`config.mk`:
```
export PLATFORM = sky130hd
export DESIGN_NAME = rename_map
export DESIGN_NICKNAME = d
export VERILOG_FILES = /design/src/rtl/rename_map.sv
export SDC_FILE = /design/constraint.sdc
export NUM_CORES = 2
export LEC_CHECK = 0
export BUFFER_PORTS_ARGS = -buffer_cell sky130_fd_sc_hd__buf_2
export CAP_MARGIN = 20
export CELL_PAD_IN_SITES_DETAIL_PLACEMENT = 1
export CELL_PAD_IN_SITES_GLOBAL_PLACEMENT = 1
export CORE_MARGIN = 2
export CORE_UTILIZATION = 50
export CTS_BUF_LIST = sky130_fd_sc_hd__clkbuf_2
export CTS_CLUSTER_DIAMETER = 80
export DETAILED_ROUTE_END_ITERATION = 8
export HOLD_SLACK_MARGIN = 0.03
export PLACE_DENSITY_LB_ADDON = 0.1
export SLEW_MARGIN = 20
export SYNTH_ARGS = -nofsm -noshare
export SYNTH_HDL_FRONTEND = slang
export SYNTH_SLANG_ARGS = --single-unit
export TNS_END_PERCENT = 30
```
`constraint.sdc`:
```
create_clock -name clk -period 7.4 [get_ports clk]
set_input_delay 1.48 -clock clk [delete_from_list [all_inputs] [get_ports clk]]
set_output_delay 1.48 -clock clk [all_outputs]
set_load 0.01 [all_outputs]
```
`src/rtl/rename_map.sv`:
```
module rename_map #(
  parameter int ARCH = 32,
  parameter int PHYS = 180,
  localparam int AW = $clog2(ARCH + 1),
  localparam int TW = $clog2(PHYS)
) (
  input  logic          clk,
  input  logic          rst_n,
  input  logic          flush,
  input  logic          ren_valid,
  input  logic [AW-1:0] ren_src1,
  input  logic [AW-1:0] ren_src2,
  input  logic          ren_dst_we,
  input  logic [AW-1:0] ren_dst,
  output logic          ren_ready,
  output logic [TW-1:0] ren_psrc1,
  output logic [TW-1:0] ren_psrc2,
  output logic [TW-1:0] ren_pdst,
  output logic [TW-1:0] ren_pold,
  input  logic          cmt_valid,
  input  logic          cmt_we,
  input  logic [AW-1:0] cmt_dst,
  input  logic [TW-1:0] cmt_pdst,
  input  logic [TW-1:0] cmt_pold
);
  localparam int NMAP  = ARCH + 1;
  localparam int NFREE = PHYS - NMAP;
  localparam int CW    = $clog2(PHYS + 1);

  logic [TW-1:0] smap   [NMAP];
  logic [TW-1:0] cmap   [NMAP];
  logic [TW-1:0] cmap_n [NMAP];
  logic [TW-1:0] pool   [PHYS];
  logic [TW-1:0] head, chead, tail;
  logic [CW-1:0] cnt;

  function automatic logic [TW-1:0] nxt(input logic [TW-1:0] p);
    return (p == TW'(PHYS - 1)) ? '0 : p + 1'b1;
  endfunction

  wire alloc = ren_dst_we && ren_dst != '0 && int'(ren_dst) < NMAP;
  wire fire  = ren_valid && alloc && cnt != '0 && !flush;
  wire cfree = cmt_valid && cmt_we && cmt_dst != '0 && int'(cmt_dst) < NMAP;

  assign ren_ready = !alloc || cnt != '0;
  assign ren_psrc1 = smap[ren_src1];
  assign ren_psrc2 = smap[ren_src2];
  assign ren_pdst  = alloc ? pool[head] : '0;
  assign ren_pold  = alloc ? smap[ren_dst] : '0;

  always_comb
    for (int i = 0; i < NMAP; i++)
      cmap_n[i] = (cfree && int'(cmt_dst) == i) ? cmt_pdst : cmap[i];

  always_ff @(posedge clk or negedge rst_n) begin
    if (!rst_n) begin
      for (int i = 0; i < NMAP; i++) begin
        smap[i] <= TW'(i);
        cmap[i] <= TW'(i);
      end
      for (int k = 0; k < PHYS; k++)
        pool[k] <= (k < NFREE) ? TW'(k + NMAP) : '0;
      head  <= '0;
      chead <= '0;
      tail  <= TW'(NFREE);
      cnt   <= CW'(NFREE);
    end else begin
      for (int i = 0; i < NMAP; i++) cmap[i] <= cmap_n[i];
      if (cfree) begin
        pool[tail] <= cmt_pold;
        tail  <= nxt(tail);
        chead <= nxt(chead);
      end
      if (flush) begin
        for (int i = 0; i < NMAP; i++) smap[i] <= cmap_n[i];
        head <= cfree ? nxt(chead) : chead;
        cnt  <= CW'(NFREE);
      end else begin
        if (fire) begin
          smap[ren_dst] <= pool[head];
          head <= nxt(head);
        end
        cnt <= cnt - CW'(fire) + CW'(cfree);
      end
    end
  end
endmodule

```
* Word-level counts from Yosys, hierarchy flattened
Cells that the tools add are included.
Storage, ports and cells: bits in registers 2000, bits of input ports 47, output and inout bits 33, word-level logic and storage cells 417
Operators by class: $add $sub $neg 5, order comparisons 9, equality and inequality tests 35, multiplexer cells 62, bitwise logic cells 5, reduce and logical (&&, ||, !) cells 51
Operators by type and width (count):
- $bwmux 1440 | 1
- $mux 264 | 2
- $mux 8 | 52
- $bwmux 264 | 1
- $bmux 8 s6 | 3
- $eq 6x6->1 const B | 17
- $bmux 8 s8 | 1
- $demux 8 s8 | 1
- $demux 8 s6 | 1
- $eq 6x5->1 const B | 8
- $logic_and 1x1->1 | 43
- $add 8x1->8 const B | 3
- $eq 6x4->1 const B | 4
- $eq 8x8->1 const B | 3
- $ge 7x7->1 const B | 3
- $not 6->7 | 3
- $ge 9x9->1 const B | 2
- $not 8->9 | 2
- $eq 6x3->1 const B | 2
- $lt 6x6->1 const B | 2
- $reduce_bool 6->1 | 2
- $lt 9x1->1 const B | 1
- $add 8x1->8 | 1
- $reduce_bool 8->1 | 1
- 7 further kinds | 8

* Longest topological paths before layout
word-level depth 9, mapped depth 18

* Worst setup path before layout
No wires, ideal clock.
path kind in2out, start input port ren_src1[0], end output port ren_psrc1[5], arrival 3706 ps, data required time 5920 ps, path slack 2214 ps, stages 6, buffers on the path 2, cell sequence clkbuf_1 buf_1 mux4_2 mux4_2 mux2i_1 o21ai_0
On the way: word-level cells in the longest chain between the ends 4
RTL lines:
- start: declaration | line 11 | input logic [AW-1:0] ren_src1,
- $not 6->7 (not written as such) | line 46 | assign ren_psrc1 = smap[ren_src1];
- $bmux 8 s6 | line 46
- $mux 8 (not written as such) (2 in series) | line 46
- end: declaration | line 16 | output logic [TW-1:0] ren_psrc1,
No other way between the ends. The select of a mux whose other input is x is not followed.

* Worst setup path in the final report
start register head[3], end output port ren_pdst[2]
On the way: word-level cells in the longest chain between the ends 5
RTL lines:
- start: declaration | line 34 | logic [TW-1:0] head, chead, tail;
- start signal: assignment | line 76 | head <= cfree ? nxt(chead) : chead;
- start signal: assignment | line 81 | head <= nxt(head);
- $not 8->9 (not written as such) | line 48 | assign ren_pdst = alloc ? pool[head] : '0;
- $bmux 8 s8 | line 48
- $mux 8 (not written as such) (2 in series) | line 48
- $mux 8 | line 48
- end: declaration | line 18 | output logic [TW-1:0] ren_pdst,
No other way between the ends. The select of a mux whose other input is x is not followed.

==> flow_metrics.tcl <==
set metrics [dict create \
    relSlewSlack_pct 13.5 \
    synth_cells 6987 \
    die_w_um 446 \
    avgViaCountPerCell 6.45 \
    finalWirelength_um 330000 \
    synthTopCellsByArea "dfrtp_1 (33%), mux2_2 (20%), dfstp_2 (20%)" \
    path_clk_slew_ns 0.14 \
    final_cells 10200 \
    cts_buffers 555 \
    start_util_pct 50.2 \
    max_stage_delay_ns 0.67 \
    grt_pass1_wl_um 488000 \
    power_density_nw_per_um2 245 \
    synth-edff-count 0 \
    ir_drop_uv 179 \
    ios 80 \
    drt-initial-drc-count 5436 \
    min_period_over_period_pct 100 \
    synth.net_count 7052 \
    avgSynthCellArea_um2 14.0 \
    synthDistinctLibCells 95 \
    post-route-drc-count 0 \
    placed_cells 9195 \
    dieArea_um2 199000 \
    max_freq_mhz 135 \
    fillers 19400 \
    post-synth-top-area-cell "dfrtp_1" \
    num_rows 162 \
    ys_seq_elements 2000 \
    cp-end-kind "output port" \
    final.setup_skew_ns 0.160 \
    setup_violations 1 \
    finalHoldWorstSlack_ns 0.190 \
    status "complete, but fails checks" \
    vias 65800 \
    gr-total-overflow 0 \
    ys_seq_area_share_pct 52.1 \
    required_ns 5.92 \
    worst_slew_pin_slew_ns 1.30 \
    cp.arrival_ns 5.93 \
    ant_nets 0 \
    final_area_um2 106000 \
    path_class "register to output port" \
    max_cap_viol_count 0 \
    drv_slew 0 \
    pre_cts_ws_ns 1.44 \
    final_hold_viol_count 0 \
    tritoncts "yes" \
    wire_per_inst_um 32.3 \
    netlist_top_cells_count "mux2_2 (1730), dfrtp_1 (1271), dfstp_2 (729)" \
    min_path_type "input pin to register" \
    ys_warn_count 0 \
    firstDrtPassIters 6 \
    synthFlopType "dfrtp_1" \
    violations "negative setup slack" \
    synthArstFlopShare_pct 100 \
    fin_ws_ns -0.00888 \
    grt_max_degree 209 \
    clk_latency_ns 1.95 \
    nets 7291 \
    postPlaceCellArea_um2 100000 \
    crit_chain "buf_4, nand3b_1, o221ai_1, a21oi_1, a211o_1, a211oi_4, nor2_1, nor2_1, buf_2" \
    power.total_mw 25.8 \
    netlist_area_um2 97700 \
    cts_max_level 6 \
    crit_path_frequent_cell "nor2_1" \
    start_kind "register" \
    antenna_found_initial 10 \
    critPathSlowestCell "dfrtp_2" \
    first_global_vias 70300 \
    cp_max_fo 17 \
    numPortBuffers 79 \
    synth_top_area_share_pct 32.5 \
    setup-tns-final_ns -0.00888 \
    final_util_pct 54.3 \
    gp_congestion 0.956 \
    dp_hpwl_um 210000 \
    p_leak_nw 46.9 \
    clock_sinks 2000 \
    root_buffer "clkbuf_2" \
    die_h_um 446 \
    cts_buffer_depth 4 \
    synthToLayoutAreaGrowth_pct 8.04 \
    drive_above_1_share_pct 56.7 \
    yosysMostFrequentCell "mux2_2" \
    fin_crit_ns 7.41 \
    core_area_um2 195000 \
    grt.total_usage_pct 33.3 \
]
==> where the power goes <==
| group | leakage (nW) | switching [mW] | internal [mW] |
|---|---|---|---|
| clock | 4.00 | 4.85 | 3.38 |
| sequential | 25.0 | 0.560 | 11.6 |
| combinational | 17.9 | 3.66 | 1.78 |
| total | 46.9 | 9.07 | 16.8 |
==> critical path: cells and delay by family, from the launching register on <==
family / cells / cell delay [ns]
compound gates: 4 / 1.52
buf+inv: 2 / 0.57
flops: 1 / 0.67
simple gates: 3 / 1.18
==> cell usage in the layout (no fill, tap or decap), types with 103 or more instances in the layout <==
cell      Yosys  final
dfrtp_1    1271   1266
mux4_2      478    478
clkbuf_2      0    909
or3_1       104    103
o21ai_0     183    182
dfstp_2     729    729
mux2i_1     124    121
a31oi_1     109    108
nor3_1      176    173
nor2_1      269    267
buf_4        26    138
nand2_1     270    270
a22oi_1     169    168
mux2_2     1730   1730
==> flip-flops by register name, summed over array words and instances (netlist names) <==
register  cells
head          8
chead         8
tail          8
smap        264
pool       1440
cnt           8
cmap        264
==> kinds of logic after synthesis <==
kind of cell | share of synthesized area, %
AO/OA/AOI/OAI | 5.51
flip-flops | 52.1
buffers and inverters | 2.95
AND/OR/NAND/NOR | 6.48
adder cells (fa/ha/maj) | 0.238
XOR/XNOR | 0.134
multiplexers | 32.5
==> layout make-up <==
type	count	area (um^2)	area share, %
Clock inverter	69	422	0.399
Sequential cell	2000	51000	48.3
Clock buffer	909	4550	4.31
Timing Repair Buffer	251	2180	2.07
Tap cell	2542	3180	3.01
Inverter	23	93.8	0.0889
Multi-Input combinational cell	4395	44100	41.8
Antenna cell	13	32.5	0.0308
==> per-layer routing <==
metal | vias up | wire length [um] | track usage, %
li1 | 27000 | - | -
met3 | 777 | 20100 | 6.49
met1 | 35500 | 135000 | 43.5
met4 | 4 | 18500 | 17.4
met2 | 2488 | 156000 | 52.8
met5 | - | 38 | 0
==> path summary, 6_finish.rpt <==
| path | from | end | slack (ns) | cells after the start |
|---|---|---|---|---|
| hold / removal | cmt_dst[5] | cmap[6] | 0.19 | 3 |
| min in group asynchronous | rst_n | cmap[223] | 0.27 | 2 |
| hold reg to reg | cmap[262] | cmap[262] | 0.38 | 0 |
| setup / recovery | head[3] | ren_pdst[2] | -0.009 | 9 |
| max in group asynchronous | rst_n | pool[995] | 5.22 | 4 |
| setup reg to reg | head[0] | smap[83] | 2.77 | 10 |
==> timing repair <==
item,4_1_cts,5_1_grt
endpoints found under the hold margin,159,0
pin swaps,1,1
buffers inserted,11,1
gates resized for setup,14,4
hold buffers,4,0
setup endpoints to repair,8,2
cloned,0,0
Note: power is estimated with default switching activity, not from simulation.
